**src/rtl/ag_pkg.sv**
```systemverilog
package ag_pkg;

  typedef enum logic [1:0] {
    WR_INDEX  = 2'b00,
    WR_MODIFY = 2'b01,
    WR_LENGTH = 2'b10,
    WR_BASE   = 2'b11
  } agWrKind_e;

  typedef struct packed {
    logic wrIndex;
    logic wrModify;
    logic wrLength;
    logic wrBase;
    logic step;
  } agStrobes_t;

endpackage

```
**src/rtl/ag_ctrl.sv**
```systemverilog
module ag_ctrl
  import ag_pkg::*;
#(
  parameter int GEN_ID = 0,
  parameter int GW     = 1
) (
  input  logic          wrEn,
  input  logic [GW-1:0] wrGen,
  input  logic [1:0]    wrKind,
  input  logic          accReq,
  output agStrobes_t    strobes
);

  localparam logic [GW-1:0] MY_ID = GW'(GEN_ID);

  logic hit;

  always_comb begin
    hit = wrEn && (wrGen == MY_ID);
    strobes.wrIndex  = hit && (wrKind == WR_INDEX);
    strobes.wrModify = hit && (wrKind == WR_MODIFY);
    strobes.wrLength = hit && (wrKind == WR_LENGTH);
    strobes.wrBase   = hit && (wrKind == WR_BASE);
    strobes.step     = accReq;
  end

endmodule

```
**src/rtl/ag_datapath.sv**
```systemverilog
module ag_datapath
  import ag_pkg::*;
#(
  parameter int AW   = 14,
  parameter int NPTR = 4,
  parameter int SW   = 2
) (
  input  logic          clk,
  input  logic          rstN,
  input  agStrobes_t    strobes,
  input  logic [SW-1:0] wrSel,
  input  logic [AW-1:0] wrData,
  input  logic [SW-1:0] accPtr,
  input  logic [SW-1:0] accMod,
  output logic [AW-1:0] addr,
  output logic          addrValid
);

  localparam int EW = AW + 2;

  logic [AW-1:0] idxQ  [NPTR];
  logic [AW-1:0] modQ  [NPTR];
  logic [AW-1:0] lenQ  [NPTR];
  logic [AW-1:0] baseQ [NPTR];
  logic [AW-1:0] addrQ;
  logic          validQ;

  logic signed [EW-1:0] curX, modX, baseX, lenX, endX, sumX, wrapX;
  logic [AW-1:0]        nextIdx;

  // Post-modify step with optional circular wrap
  always_comb begin
    curX  = signed'({2'b00, idxQ[accPtr]});
    modX  = signed'({{2{modQ[accMod][AW-1]}}, modQ[accMod]});
    baseX = signed'({2'b00, baseQ[accPtr]});
    lenX  = signed'({2'b00, lenQ[accPtr]});
    endX  = baseX + lenX;
    sumX  = curX + modX;
    if (lenQ[accPtr] == '0)  wrapX = sumX;
    else if (sumX >= endX)   wrapX = sumX - lenX;
    else if (sumX < baseX)   wrapX = sumX + lenX;
    else                     wrapX = sumX;
    nextIdx = wrapX[AW-1:0];
  end

  always_ff @(posedge clk or negedge rstN) begin
    if (!rstN) begin
      for (int i = 0; i < NPTR; i++) begin
        idxQ[i]  <= '0;
        modQ[i]  <= '0;
        lenQ[i]  <= '0;
        baseQ[i] <= '0;
      end
      addrQ  <= '0;
      validQ <= 1'b0;
    end else begin
      validQ <= strobes.step;
      if (strobes.step) begin
        addrQ          <= idxQ[accPtr];
        idxQ[accPtr]   <= nextIdx;
      end
      // register write placed last so it wins over the step
      if (strobes.wrIndex) begin
        idxQ[wrSel]  <= wrData;
        baseQ[wrSel] <= wrData;
      end
      if (strobes.wrModify) modQ[wrSel]  <= wrData;
      if (strobes.wrLength) lenQ[wrSel]  <= wrData;
      if (strobes.wrBase)   baseQ[wrSel] <= wrData;
    end
  end

  assign addr      = addrQ;
  assign addrValid = validQ;

endmodule

```
**src/rtl/ag_top.sv**
```systemverilog
module ag_top
  import ag_pkg::*;
#(
  parameter int AW   = 14,
  parameter int NPTR = 4,
  parameter int NGEN = 2,
  localparam int SW  = (NPTR > 1) ? $clog2(NPTR) : 1,
  localparam int GW  = (NGEN > 1) ? $clog2(NGEN) : 1
) (
  input  logic                      clk,
  input  logic                      rstN,
  input  logic                      wrEn,
  input  logic [GW-1:0]             wrGen,
  input  logic [1:0]                wrKind,
  input  logic [SW-1:0]             wrSel,
  input  logic [AW-1:0]             wrData,
  input  logic [NGEN-1:0]           accReq,
  input  logic [NGEN-1:0][SW-1:0]   accPtr,
  input  logic [NGEN-1:0][SW-1:0]   accMod,
  output logic [NGEN-1:0][AW-1:0]   addr,
  output logic [NGEN-1:0]           addrValid
);

  for (genvar g = 0; g < NGEN; g++) begin : genUnit
    agStrobes_t strobes;

    ag_ctrl #(.GEN_ID(g), .GW(GW)) uCtrl (
      .wrEn    (wrEn),
      .wrGen   (wrGen),
      .wrKind  (wrKind),
      .accReq  (accReq[g]),
      .strobes (strobes)
    );

    ag_datapath #(.AW(AW), .NPTR(NPTR), .SW(SW)) uPath (
      .clk       (clk),
      .rstN      (rstN),
      .strobes   (strobes),
      .wrSel     (wrSel),
      .wrData    (wrData),
      .accPtr    (accPtr[g]),
      .accMod    (accMod[g]),
      .addr      (addr[g]),
      .addrValid (addrValid[g])
    );
  end

endmodule

```
**config.mk**
```make
export PLATFORM = sky130hd
export DESIGN_NAME = ag_top
export DESIGN_NICKNAME = d
export VERILOG_FILES = /design/src/rtl/ag_pkg.sv /design/src/rtl/ag_ctrl.sv /design/src/rtl/ag_datapath.sv /design/src/rtl/ag_top.sv
export SDC_FILE = /design/constraint.sdc
export NUM_CORES = 1
export LEC_CHECK = 0
export ABC_AREA = 1
export BUFFER_PORTS_ARGS = -buffer_cell sky130_fd_sc_hd__buf_2
export CORE_MARGIN = 10
export CORE_UTILIZATION = 59
export CTS_CLUSTER_SIZE = 12
export DETAILED_ROUTE_END_ITERATION = 7
export MAX_ROUTING_LAYER = met4
export PLACE_DENSITY = 0.82
export SLEW_MARGIN = 20
export SYNTH_ARGS = -nofsm -noshare
export SYNTH_HDL_FRONTEND = slang
export SYNTH_SLANG_ARGS = --single-unit
```
**constraint.sdc**
```tcl
create_clock -name clk -period 7.63 [get_ports clk]
set_input_delay 0.3815 -clock clk [delete_from_list [all_inputs] [get_ports clk]]
set_output_delay 0.3815 -clock clk [all_outputs]
set_load 0.05 [all_outputs]
```
==> metrics list <==
* Number of antenna violations at the first check in global routing: 0
* Average detailed-routed wire length per instance: a little under 20 um
- Top Family by Delay on Critical Path: simple AND/OR/NAND/NOR gates
- Number of enable flip-flop cells after synthesis: 0
* Library cell with the largest summed area after synthesis: sky130_fd_sc_hd__dfrtp_1
* Area overhead of the layout relative to synthesis: 8.271%
- Setup slack closes at 1638 ps.
- The post-route netlist has ~6.2% of its cells at a drive strength greater than 1.
- Die footprint: just under 60000 um2
- Net switching is between 40% and 50% of the power.
- The min-delay analysis places its worst path in the category in2reg.
- Worst reg-to-reg setup slack: 2120 ps
- Top cells by instance count after synthesis: 931 x sky130_fd_sc_hd__nand2_1, 530 x sky130_fd_sc_hd__o21ai_0, 481 x sky130_fd_sc_hd__inv_1, 478 x sky130_fd_sc_hd__dfrtp_1, 289 x sky130_fd_sc_hd__nor2_1
- Vertical extent of the die: between 200 and 250 um
- TritonCTS clock tree: done
- Counting along the longest clock path gives a buffer depth of 3.
- Pin slew with the least headroom to its limit: between 1000 and 1500 ps
- Total power per unit cell area: 400.0 nW/um2
- Largest net degree at the start of global routing: roughly 180
* Power share of the clock group: 20.1%
* Worst rel slew slack: between 20 and 25%
* Clock tree root driver cell: sky130_fd_sc_hd__clkbuf_16
- CP max stage cell: sky130_fd_sc_hd__clkinv_1
- For this design the total switching power over the nets is 5.760 mW.
- Critical path arrival: 6520 ps
- Capturing element type of the critical path: register
- Post-synth net total: ~4200
- Routability cong.: roughly 1.1
- Most used cell along the critical path: sky130_fd_sc_hd__nand2_1
- Num rows: 81
- FF-to-FF path depth: 31
* Drt drc: 0
- Summing every instance area after synthesis gives 29500 um2.
* Int Power: around 7 mW
- Of the total power, combinational logic draws a little over half.
* Sink count of the clock tree: 478
* Shortest period the worst path allows: around 6000 ps
- The count of buffers added on input and output ports is between 60 and 70.
* Peak ir drop on the vdd network: between 0.2 and 0.25 mV
- Post-cts sizing count: 0
* Count of hold-fix buffers inserted at cts: 1
- After the last flow step, the layout net total stands at between 4000 and 5000.
- STA puts the critical path data required time at about 8000 ps.
- Drt via density: 5.993
* Num ports: 62
- Stages on the worst setup path: 28
- The initial utilization of the core area, before any placement, comes to 60.02%.
- Wire length of the first global-routing pass: 142.7 mm
* Final WL: about 90 mm
- CP peak stage delay: 720 ps
- Number of clock buffers inserted by TritonCTS: 51
- The detail route stage leaves a number of antenna-violating nets equal to 0.
- Sequential Power Share: 27.9%
* Count of H-tree levels built during CTS: 2
- The final-report max-slew violation count was 0.
* Initial detailed-routing violation count: 3385
* Count of endpoints failing setup in the final report: 0
* Max Fanout on Critical Path: 29
* Vias in the first global route: 25819
- Max-cap viol count: 0
- The worst hold path terminates at genUnit[0].uPath.addrValid.
* Leak: between 15 and 20 nW
- Horizontal die dimension: around 240 um
- After synthesis, the netlist uses 53 different library cells.
* Initial DRT Pass Iterations: 6
- Worst setup slack before clock tree synthesis: approximately 1200 ps
- Status: completed
- Minimum hold slack: around 86 ps
- The most used flip-flop cell after synthesis is sky130_fd_sc_hd__dfrtp_1.
- The worst register-to-register path ends at genUnit[1].uPath.idxQ[25].
* Start-to-end type of the worst setup path: in2reg
- Post-DP HPWL: ~63 mm
- Setup repair after global routing left no endpoint under its margin.
* Most frequent cell after synthesis: sky130_fd_sc_hd__nand2_1
- The core region is ~49000 um2.
- Derived from the worst setup path, the maximum achievable clock frequency is around 0.17 GHz.
- Clock slew seen by the registers of the worst setup and hold paths: around 60 ps
- On the final layout, the worst clock skew is approximately 20 ps.
* Syn Inst Count: 3952
- Yosys printed 0 warnings.
- In this run the critical register-to-register path is launched from genUnit[1].uPath.lenQ[46].
* Global routing usage summed across all routing layers: between 30 and 40%
- Setup TNS after final layout: 0 ps
* Synth async-reset ratio: between 90% and 100%
- The number of buffers and inverters on the critical path is 4.
- Final period utilization: a little under 80%
* Vias post-DR: between 20000 and 30000
* Share of the synthesized area in the top cell type: around two fifths
- FF+latch count, synth: roughly 480
- Setup Fix Bufs, Post-CTS: 0
- Average size of a mapped cell: 7.464 um2
* Sequential-to-total area share from yosys stat: around 40%
- Hold path startpoint: accReq[0]
- Largest cells by area after synthesis: sky130_fd_sc_hd__dfrtp_1 41%, sky130_fd_sc_hd__nand2_1 12%, sky130_fd_sc_hd__o21ai_0 9.0%
- The worst setup path is launched from a primary input.
- The number of failing hold endpoints at the final stage is 0.
- With fillers left out, the area of the finished cells amounts to around 32000 um2.
* Residual overflow from global routing: 0
- DP Area: ~30000 um2
- Counting instances, the worst hold path has a depth of 1.
- Clock latency reported for the late side of the worst-skew pair: just over 600 ps
==> final cells by class <==
cell class | count | area [um2]
clock buffer | 69 | 1455
tap | 664 | 830.8
inverter | 498 | 1871
multi-input combinational | 2771 | 14830
fill | 4203 | 17210
clock inverter | 15 | 269.0
sequential | 478 | 11960
timing repair buffer | 111 | 718.2
antenna | 1 | 2.502
==> worst max path at each step <==
stage / startpoint / end
after floorplan: accPtr[2] / genUnit[1].uPath.idxQ[55]
after global placement: accMod[0] / genUnit[0].uPath.idxQ[25]
after detailed placement: accMod[0] / genUnit[0].uPath.idxQ[25]
after CTS: accMod[0] / genUnit[0].uPath.idxQ[25]
after global routing: accMod[0] / genUnit[0].uPath.idxQ[0]
final: accMod[0] / genUnit[0].uPath.idxQ[25]
==> worst reg2reg max path, delay by kind of cell, from the launching register on <==
family	cells	cell delay [ps]
AOI/OAI and AO/OA	9	2050
and+or+nand+nor	14	1280
buffers and inverters	5	820
adders and majority gates	2	660
DFF	1	380
xor gates and xnor gates	1	230
==> routing by layer <==
layer / track usage, % / wire [um] / vias up
met5: - / 0 / -
met4: 10.03 / 2767 / 0
met3: 4.912 / 9475 / 202
met2: 43.97 / 38670 / 1446
met1: 43.53 / 39190 / 13096
li1: - / - / 12864
==> metrics by stage <==
stage                     utilization, %  std cells  power [mW]
after floorplan                        -       3952       8.274
after global placement             61.44       4521       9.942
final                              64.98       4607       12.78
after detailed placement           61.44       4521       10.03
after global routing               64.97       4606       13.73
after CTS                          64.97       4606       12.62
==> power by group through the flow <==
stage,combinational (mW),clock [mW],sequential (mW)
6_report,6.65,2.57,3.56
5_1_grt,7.40,2.70,3.64
4_1_cts,6.49,2.58,3.55
3_5_place_dp,6.45,0,3.59
3_3_place_gp,6.38,0,3.56
2_1_floorplan,4.58,0,3.70
==> cell families (layout without fill, tap and decap cells) <==
group | after synthesis | after routing | synth area share, %
AO/OA/AOI/OAI | 988 | 988 | 19.04
adder cells (fa/ha/maj) | 168 | 168 | 7.329
other | 0 | 1 | 0
buffers and inverters | 703 | 693 | 9.217
flip-flops | 478 | 478 | 40.55
XOR/XNOR | 84 | 84 | 2.494
AND/OR/NAND/NOR | 1531 | 1531 | 21.38
==> cell usage in the layout (no fill, tap or decap), types with 7 or more instances in the layout <==
| master | instances |
|---|---|
| sky130_fd_sc_hd__a21o_1 | 7 |
| sky130_fd_sc_hd__dfrtp_1 | 478 |
| sky130_fd_sc_hd__ha_1 | 160 |
| sky130_fd_sc_hd__nand2_1 | 930 |
| sky130_fd_sc_hd__o22ai_1 | 41 |
| sky130_fd_sc_hd__nand3b_1 | 8 |
| sky130_fd_sc_hd__clkinv_1 | 8 |
| sky130_fd_sc_hd__o21bai_1 | 12 |
| sky130_fd_sc_hd__o221ai_1 | 26 |
| sky130_fd_sc_hd__a21oi_1 | 226 |
| sky130_fd_sc_hd__nand2_2 | 17 |
| sky130_fd_sc_hd__nand4_1 | 20 |
| sky130_fd_sc_hd__inv_2 | 8 |
| sky130_fd_sc_hd__xnor2_1 | 19 |
| sky130_fd_sc_hd__o21ai_0 | 530 |
| sky130_fd_sc_hd__nand3_1 | 210 |
| sky130_fd_sc_hd__o21a_1 | 24 |
| sky130_fd_sc_hd__clkbuf_16 | 52 |
| sky130_fd_sc_hd__a22oi_1 | 48 |
| sky130_fd_sc_hd__nor2_1 | 287 |
| sky130_fd_sc_hd__fa_1 | 8 |
| sky130_fd_sc_hd__and2_1 | 8 |
| sky130_fd_sc_hd__buf_4 | 47 |
| sky130_fd_sc_hd__clkbuf_8 | 9 |
| sky130_fd_sc_hd__buf_2 | 60 |
| sky130_fd_sc_hd__nand3_2 | 12 |
| sky130_fd_sc_hd__inv_1 | 481 |
| sky130_fd_sc_hd__a22o_1 | 7 |
| sky130_fd_sc_hd__xor2_1 | 65 |
| sky130_fd_sc_hd__clkinv_2 | 7 |
| sky130_fd_sc_hd__nor3_1 | 24 |
| sky130_fd_sc_hd__a221oi_1 | 31 |
| sky130_fd_sc_hd__clkbuf_1 | 8 |
Note: power is estimated with default switching activity, not from simulation.
